**src/rtl/ramp_seq_pkg.sv**
```systemverilog
package ramp_seq_pkg;
  localparam int NUM_SEG = 8;
  localparam int IDX_W   = $clog2(NUM_SEG);
  localparam int LEN_W   = 16;
  localparam int ACC_W   = 30;
  localparam int FLAG_W  = 2;

  // Packed segment descriptor; first member is the most significant.
  typedef struct packed {
    logic              waitTrig;
    logic              fastLock;
    logic [FLAG_W-1:0] flags;
    logic              rstAcc;
    logic [IDX_W-1:0]  nextIdx;
    logic [ACC_W-1:0]  inc;
    logic [LEN_W-1:0]  len;
  } seg_t;

  localparam int SEG_W = $bits(seg_t);

  // Strobes from control to the accumulator datapath.
  typedef struct packed {
    logic clear;
    logic add;
  } acc_strobe_t;
endpackage

```
**src/rtl/ramp_seg_table.sv**
```systemverilog
module ramp_seg_table
  import ramp_seq_pkg::*;
(
  input  logic             clk,
  input  logic             rst_n,
  input  logic             wrEn,
  input  logic [IDX_W-1:0] wrAddr,
  input  seg_t             wrSeg,
  input  logic [IDX_W-1:0] rdIdx,
  output seg_t             rdSeg
);
  seg_t entryQ [NUM_SEG];

  for (genvar g = 0; g < NUM_SEG; g++) begin : g_entry
    seg_t slotQ;
    always_ff @(posedge clk or negedge rst_n) begin
      if (!rst_n) begin
        slotQ <= '0;
      end else if (wrEn && (wrAddr == IDX_W'(g))) begin
        slotQ <= wrSeg;
      end
    end
    assign entryQ[g] = slotQ;
  end

  assign rdSeg = entryQ[rdIdx];
endmodule

```
**src/rtl/ramp_seq_ctrl.sv**
```systemverilog
module ramp_seq_ctrl
  import ramp_seq_pkg::*;
#(
  parameter int SYNC_STAGES = 2
) (
  input  logic             clk,
  input  logic             rst_n,
  input  logic             enable,
  input  logic             trigIn,
  input  logic [LEN_W-1:0] segLen,
  input  logic [IDX_W-1:0] segNext,
  input  logic             segRst,
  input  logic             segWait,
  output logic [IDX_W-1:0] segIdx,
  output logic             lastCyc,
  output logic             runQ,
  output acc_strobe_t      strobe
);
  localparam int SHR_W = SYNC_STAGES + 1;

  logic [SHR_W-1:0] trigShr;
  logic             trigEdge;
  logic [LEN_W-1:0] cycCnt;
  logic [LEN_W-1:0] lenEff;

  // Synchronizer stages plus one history flop for edge detection.
  always_ff @(posedge clk or negedge rst_n) begin
    if (!rst_n) begin
      trigShr <= '0;
    end else begin
      trigShr <= {trigShr[SHR_W-2:0], trigIn};
    end
  end

  assign trigEdge = trigShr[SHR_W-2] & ~trigShr[SHR_W-1];

  assign lenEff  = (segLen == '0) ? LEN_W'(1) : segLen;
  assign lastCyc = segWait ? trigEdge : (cycCnt == (lenEff - LEN_W'(1)));

  always_ff @(posedge clk or negedge rst_n) begin
    if (!rst_n) begin
      segIdx <= '0;
      cycCnt <= '0;
      runQ   <= 1'b0;
    end else begin
      runQ <= enable;
      if (!enable) begin
        segIdx <= '0;
        cycCnt <= '0;
      end else if (lastCyc) begin
        segIdx <= segNext;
        cycCnt <= '0;
      end else if (!segWait) begin
        cycCnt <= cycCnt + LEN_W'(1);
      end
    end
  end

  always_comb begin
    strobe.clear = !enable || (lastCyc && segRst);
    strobe.add   = !strobe.clear;
  end

  // a waiting segment keeps its index while no edge is seen
  p_wait_hold_r6: assert property (@(posedge clk) disable iff (!rst_n)
    enable && segWait && !trigEdge |=> segIdx == $past(segIdx));

  // a detected rising edge lasts a single cycle
  p_edge_pulse_r6: assert property (@(posedge clk) disable iff (!rst_n)
    trigEdge |=> !trigEdge);
endmodule

```
**src/rtl/ramp_acc_dp.sv**
```systemverilog
module ramp_acc_dp
  import ramp_seq_pkg::*;
(
  input  logic             clk,
  input  logic             rst_n,
  input  acc_strobe_t      strobe,
  input  logic [ACC_W-1:0] inc,
  output logic [ACC_W-1:0] acc
);
  always_ff @(posedge clk or negedge rst_n) begin
    if (!rst_n) begin
      acc <= '0;
    end else if (strobe.clear) begin
      acc <= '0;
    end else if (strobe.add) begin
      acc <= acc + inc;
    end
  end
endmodule

```
**src/rtl/fm_ramp_sequencer.sv**
```systemverilog
module fm_ramp_sequencer
  import ramp_seq_pkg::*;
#(
  parameter int SYNC_STAGES = 2
) (
  input  logic             clk,
  input  logic             rst_n,
  input  logic             enable,
  input  logic             trigIn,
  input  logic             cfgWe,
  input  logic [IDX_W-1:0] cfgAddr,
  input  logic [SEG_W-1:0] cfgData,
  output logic [ACC_W-1:0] accOut,
  output logic [IDX_W-1:0] segIdx,
  output logic             flag0,
  output logic             flag1,
  output logic             fastLock
);
  seg_t        wrSeg;
  seg_t        curSeg;
  acc_strobe_t strobe;
  logic        lastCyc;
  logic        runQ;

  assign wrSeg = seg_t'(cfgData);

  ramp_seg_table u_table (
    .clk    (clk),
    .rst_n  (rst_n),
    .wrEn   (cfgWe),
    .wrAddr (cfgAddr),
    .wrSeg  (wrSeg),
    .rdIdx  (segIdx),
    .rdSeg  (curSeg)
  );

  ramp_seq_ctrl #(.SYNC_STAGES(SYNC_STAGES)) u_ctrl (
    .clk     (clk),
    .rst_n   (rst_n),
    .enable  (enable),
    .trigIn  (trigIn),
    .segLen  (curSeg.len),
    .segNext (curSeg.nextIdx),
    .segRst  (curSeg.rstAcc),
    .segWait (curSeg.waitTrig),
    .segIdx  (segIdx),
    .lastCyc (lastCyc),
    .runQ    (runQ),
    .strobe  (strobe)
  );

  ramp_acc_dp u_dp (
    .clk    (clk),
    .rst_n  (rst_n),
    .strobe (strobe),
    .inc    (curSeg.inc),
    .acc    (accOut)
  );

  assign flag0    = runQ & curSeg.flags[0];
  assign flag1    = runQ & curSeg.flags[1];
  assign fastLock = runQ & curSeg.fastLock;

  // a disabled edge leaves the block idle
  p_idle_when_off_r2: assert property (@(posedge clk) disable iff (!rst_n)
    !enable |=> (segIdx == '0) && (accOut == '0) && !flag0 && !flag1 && !fastLock);

  // without a reset bit every enabled edge adds the step
  p_acc_step_r3: assert property (@(posedge clk) disable iff (!rst_n)
    enable && !curSeg.rstAcc |=> accOut == $past(accOut + curSeg.inc));

  // a resetting boundary leaves the offset at zero
  p_zero_at_boundary_r5: assert property (@(posedge clk) disable iff (!rst_n)
    enable && lastCyc && curSeg.rstAcc |=> accOut == '0);
endmodule

```
**config.mk**
```make
export PLATFORM = sky130hd
export DESIGN_NAME = fm_ramp_sequencer
export DESIGN_NICKNAME = d
export VERILOG_FILES = /design/src/rtl/ramp_seq_pkg.sv /design/src/rtl/ramp_seg_table.sv /design/src/rtl/ramp_seq_ctrl.sv /design/src/rtl/ramp_acc_dp.sv /design/src/rtl/fm_ramp_sequencer.sv
export SDC_FILE = /design/constraint.sdc
export NUM_CORES = 1
export LEC_CHECK = 0
export BUFFER_PORTS_ARGS = -buffer_cell sky130_fd_sc_hd__buf_2
export CAP_MARGIN = 5
export CELL_PAD_IN_SITES_DETAIL_PLACEMENT = 0
export CELL_PAD_IN_SITES_GLOBAL_PLACEMENT = 1
export CORE_MARGIN = 4
export CORE_UTILIZATION = 50
export DETAILED_ROUTE_END_ITERATION = 16
export GPL_ROUTABILITY_DRIVEN = 0
export GPL_TIMING_DRIVEN = 0
export PLACE_DENSITY = 0.81
export SETUP_SLACK_MARGIN = 0.05
export SYNTH_ARGS = -nofsm -noshare
export SYNTH_HDL_FRONTEND = slang
export SYNTH_HIERARCHICAL = 1
export SYNTH_SLANG_ARGS = --single-unit
export TNS_END_PERCENT = 100
```
**constraint.sdc**
```tcl
create_clock -name clk -period 12.5 [get_ports clk]
set_input_delay 0 -clock clk [delete_from_list [all_inputs] [get_ports clk]]
set_output_delay 0 -clock clk [all_outputs]
set_load 0.02 [all_outputs]
```
==> impl_metrics.ini, run 1 <==
[outcome]
status = complete, no violations

[timing]
finalSetupTns_ps = 0
finClkSkew_ps = 15.90
rsz0062_at_grt = false
max_freq_mhz = 143.1
maxSlewViolCount = 0
fin_ws_ps = 5512
period_needed_ps = 6988
hold_viol_final = 0
tightest_slew_ps = 914.5
timing.slew.headroom_pct = 39.04
setup_viol = 0
min_period_over_period_pct = 55.91

[global_route]
grt_max_degree = 127
antenna_found_initial = 1
grt_use_total_pct = 22.50
grt_pass1_wl_mm = 89.40
grt-ovfl-total = 0
grt_pass1_vias = 15410

[run]
cap_violations = 0

[floorplan]
start_util_pct = 50.64
placementRows = 79
die_area_mm2 = 0.05079
die_w_um = 225.4
io_pins = 98
coreArea_mm2 = 0.04665
die_h_um = 225.4

[clocking]
ctsRootBufferMaster = clkbuf_16
numCtsBuffers = 51
cts.path.max_buffers = 3
cts.sinks = 485
cts_setup_buffers = 0
worstSkewPairLatency_ps = 590
h-tree-depth = 2
post_cts_resized = 0
hold_buffers = 59
clk_pin_slew_ps = 60
cts_tree = done

[worst_setup_path]
required_ps = 12940
worstRegToRegCells = 17
worstSetupPathType = flip-flop to flip-flop
critPathMaxStageDelay_ps = 660
crit_family = buffers and inverters
r2r-end = u_dp/acc[0]
arrival_ps = 7420
crit_path_top_delay_cell = clkbuf_1
crit_chain = clkbuf_1 -> clkbuf_1 -> mux2_2 -> clkbuf_1 -> nor3_1 -> a31oi_1 -> ha_1 -> or3b_2 -> or4_1 -> a21boi_1 -> a2111oi_0 -> nand3_1 -> or3_1 -> a21oi_1 -> clkbuf_1 -> clkbuf_1 -> nor2_1
critPathMaxFanout = 10
r2r_start = u_ctrl/segIdx[1]
end_kind = flip-flop
ff2ff_setup_slack_ps = 5510
startpoint = u_ctrl/segIdx[1]
path_buf_inv = 5
crit_path_start_kind = flip-flop
cpMostUsedCell = clkbuf_1

[routing]
drtIter0Drc = 1055
postRouteWirelength_mm = 56.14
vias = 14430
vias_per_cell = 5.830
drc = 0
ant_nets = 0
first_pass_iters = 5
avgRoutedWirePerCell_um = 22.68

[placement]
dp_cells = 2320
pre_cts_slack_ps = 5518
hpwl_mm = 38.05
port_buffers = 97
place_area_mm2 = 0.02499

[hold_path]
min_to = u_ctrl/trigShr[0]
hold_depth = 2
hold_class = input port to flip-flop
min_from = trigIn

[power]
p_leak_nw = 11.63
irDropWorstVdd_mv = 0.1342
p_per_area_mw_per_mm2 = 221.6

[yosys]
ys.warnings.count = 6
syn-num-nets = 1706
syn_area_mm2 = 0.02362
synthesis.instances = 1612
syn_avg_cell_area_um2 = 14.66

[layout]
stdcell_count = 2475
area_delta_synth_final_pct = 15.26
layout-drive-gt1-share_pct = 46.70
postLayoutCoreUtil_pct = 58.36
nets = 1919
final_cell_area_mm2 = 0.02723
## placed cells by master, fill, tap and decap left out, drive strengths merged, types with 6 or more instances in the layout
master       count
mux2           489
dfrtp          485
buf            170
mux4           108
clkbuf         100
dlygate4sd3     58
nor2            48
xnor2           34
nand2           31
a21oi           31
ha              31
nor3            27
o21ai           25
mux2i           22
xor2            21
a21o            17
clkinv          16
inv             15
nand3           15
or4             10
nor2b            9
nand4            8
and2             7
and3             7
a31oi            7
nor4             6
## layer usage
layer / global-route usage (%) / routed length [um] / up-vias
met2: 36.75 / 27280 / 271
met3: 3.348 / 2075 / 72
li1: - / - / 6475
met1: 32.28 / 25640 / 7612
met5: 0 / 0 / -
met4: 5.335 / 1142 / 0
## flip-flops by register name, indices dropped and copies added, names as in the netlist
register / cells
u_ctrl/trigShr: 3
u_ctrl/runQ: 1
u_ctrl/cycCnt: 16
u_table/entryQ: 432
u_ctrl/segIdx: 3
u_dp/acc: 30
## through the flow
stage | hold WS (ps) | total power [mW]
2_1_floorplan | -295.6 | 3.920
3_3_place_gp | 107.4 | 4.484
3_5_place_dp | -4.868 | 4.563
4_1_cts | 22.02 | 6.073
5_1_grt | 74.61 | 6.394
6_report | 67.03 | 6.035
## where the power goes
part	switching [mW]	total, mW	leakage (nW)	internal (mW)
Combinational	1.24	2.45	4.93	1.20
Clock	0.623	1.47	0.815	0.845
Sequential	0.194	2.12	5.88	1.93
## cell type report
| type | instances | area, um2 |
|---|---|---|
| clock buffers | 76 | 1533 |
| repair buffers | 160 | 1214 |
| fillers | 3729 | 19430 |
| multi-input cells | 1020 | 10940 |
| well taps | 607 | 759.5 |
| clock inverters | 17 | 91.34 |
| flip-flops and latches | 485 | 12140 |
| inverters | 15 | 56.30 |
| plain buffers | 92 | 488.0 |
| diodes | 3 | 7.507 |
## how the worst max path moves through the flow
| stage | to | slack (ps) | depth (start not counted) |
|---|---|---|---|
| detailed placement | u_dp/acc[3] | 5520 | 17 |
| floorplan | u_dp/acc[10] | 6930 | 21 |
| global route | u_dp/acc[2] | 5040 | 17 |
| finish | u_dp/acc[0] | 5510 | 17 |
| CTS | u_dp/acc[25] | 5510 | 17 |
| global placement | u_table/entryQ[240] | 1990 | 1 |
Note: power is estimated with default switching activity, not from simulation.
==> run 2, diff against run 1 <==
clock period = 6.62 ns   (was 12.5 ns; I/O delays follow)
==> impl_metrics.ini, run 2 (synthesized netlist as in run 1, its figures left out) <==
[outcome]
status = complete, no violations

[floorplan]
io_pins = 98
start_util_pct = 50.64
die_w_um = 225.4
die_h_um = 225.4
coreArea_mm2 = 0.04665
placementRows = 79
die_area_mm2 = 0.05079

[timing]
hold_viol_final = 0
period_needed_ps = 6257
setup_viol = 0
max_freq_mhz = 159.8
fin_ws_ps = 362.7
timing.slew.headroom_pct = 41.42
tightest_slew_ps = 878.6
rsz0062_at_grt = false
whs_ps = 68.28
finClkSkew_ps = 13.40
min_period_over_period_pct = 94.52
maxSlewViolCount = 0

[clocking]
h-tree-depth = 2
clk_pin_slew_ps = 60
cts.sinks = 485
worstSkewPairLatency_ps = 580
ctsRootBufferMaster = clkbuf_16
cts_tree = done
cts.path.max_buffers = 3
numCtsBuffers = 51

[global_route]
antenna_found_initial = 1
grt_util_met1_pct = 32.32
grt_pass1_vias = 15400
grt_pass1_wl_mm = 89.40
use_met2_pct = 36.67
grt-ovfl-total = 0
use_met3_pct = 3.361
grt_use_total_pct = 22.50
grt_busiest_layer = met2
grt_max_degree = 127

[layout]
multi_input_area_mm2 = 0.01094
nets = 1922
final-seq-area_mm2 = 0.01214
layout-drive-gt1-share_pct = 47.32
final_common_cell = mux2_2
final_cell_area_mm2 = 0.02727
final_cell_mix = mux2_2, dfrtp_1, buf_2, mux4_2, dlygate4sd3_1
largest_reg_flops = 432
n_fill_cell = 3734
stdcell_count = 2477
area_delta_synth_final_pct = 15.42

[power]
p_comb_share_pct = 40.6
p_total_mw = 11.40
sw_frac_of_total_pct = 34.03
p_leak_nw = 11.68
internal_power_mw = 7.518
power_switching_mw = 3.878
irDropWorstVdd_mv = 0.2532
clkPwrFrac_pct = 24.3
p_seq_share_pct = 35.2
p_per_area_mw_per_mm2 = 417.9

[worst_setup_path]
startpoint = u_ctrl/segIdx[0]
arrival_ps = 6710
critPathMaxFanout = 10
crit_path_start_kind = flip-flop
end_kind = flip-flop
worstSetupPathType = flip-flop to flip-flop
worstRegToRegCells = 20
r2r_start = u_ctrl/segIdx[0]
required_ps = 7070

[routing]
ant_nets = 0
vias = 14430
postRouteWirelength_mm = 56.10
drtIter0Drc = 1109
avgRoutedWirePerCell_um = 22.65
first_pass_iters = 5
vias_per_cell = 5.824
drc = 0

[placement]
pre_cts_slack_ps = -361.7
dp_cells = 2320
hpwl_mm = 38.05
place_area_mm2 = 0.02499
port_buffers = 97

[hold_path]
min_from = trigIn
hold_class = input port to flip-flop
hold_depth = 2

[run]
cap_violations = 0
[run 2: cell count changes in the layout (fill, tap and decap cells not counted), sizes merged]
cell / before / now
buf: 170 / 171
diode: 3 / 2
clkbuf: 100 / 102
[run 2: power by group through the flow]
stage               clock network (mW)  registers (mW)  logic, mW
finish                            2.76            4.01       4.63
global route                      2.96            4.08       5.05
CTS                               2.83            4.00       4.63
detailed placement                   0            4.05       4.56
global placement                     0            4.01       4.46
floorplan                            0            4.01       3.39
[run 2: critical path, cell delays in order (launching register included)]
cell and delay [ps]:
dfrtp_1 430, buf_6 190, clkbuf_4 310, mux4_2 550
mux2_2 380, or4_1 660, nor3_1 290, a31oi_1 160
ha_1 340, xor2_1 140, o311ai_0 140, nor3_1 160
nand4b_1 100, or4_1 410, buf_2 190, or3_1 400
a21o_1 280, buf_2 280, clkbuf_1 370, mux2i_1 260
nor2_1 60
[run 2: layout make-up]
| cell class | instances | share of cell area [%] |
|---|---|---|
| Antenna cell | 2 | 0.01836 |
| Tap cell | 607 | 2.785 |
| Clock buffer | 76 | 5.621 |
| Sequential cell | 485 | 44.51 |
| Inverter | 15 | 0.2065 |
| Timing Repair Buffer | 163 | 4.534 |
| Multi-Input combinational cell | 1020 | 40.13 |
| Clock inverter | 17 | 0.3350 |
| Buffer | 92 | 1.854 |
[run 2: per-layer routing]
layer | part of all wire, % | routed length, um
met3 | 3.8 | 2108
met5 | 0 | 0
met2 | 48 | 27150
met4 | 2.2 | 1222
met1 | 46 | 25620
[run 2: worst paths after layout]
kind | end | slack (ps)
min in group asynchronous | u_table/entryQ[8] | 410
min | u_ctrl/trigShr[0] | 70
min reg2reg | u_ctrl/trigShr[1] | 350
max reg2reg | u_dp/acc[11] | 360
max in group asynchronous | u_table/entryQ[247] | 4870
max | u_dp/acc[11] | 360
[run 2: timing repair]
| action | CTS | global route |
|---|---|---|
| buffers inserted | 0 | 3 |
| hold buffers | 59 | 0 |
| pin swaps | 0 | 1 |
| resized for setup | 6 | 10 |
| setup endpoints to repair | 27 | 27 |
| endpoints found under the hold margin | 586 | 0 |
[run 2: stage by stage]
stage,setup TNS (ps),util (%)
after global placement,-1859460,53.30
final,0,58.44
after floorplan,0,-
after detailed placement,-5738,53.56
after global routing,0,58.44
after CTS,0,58.36
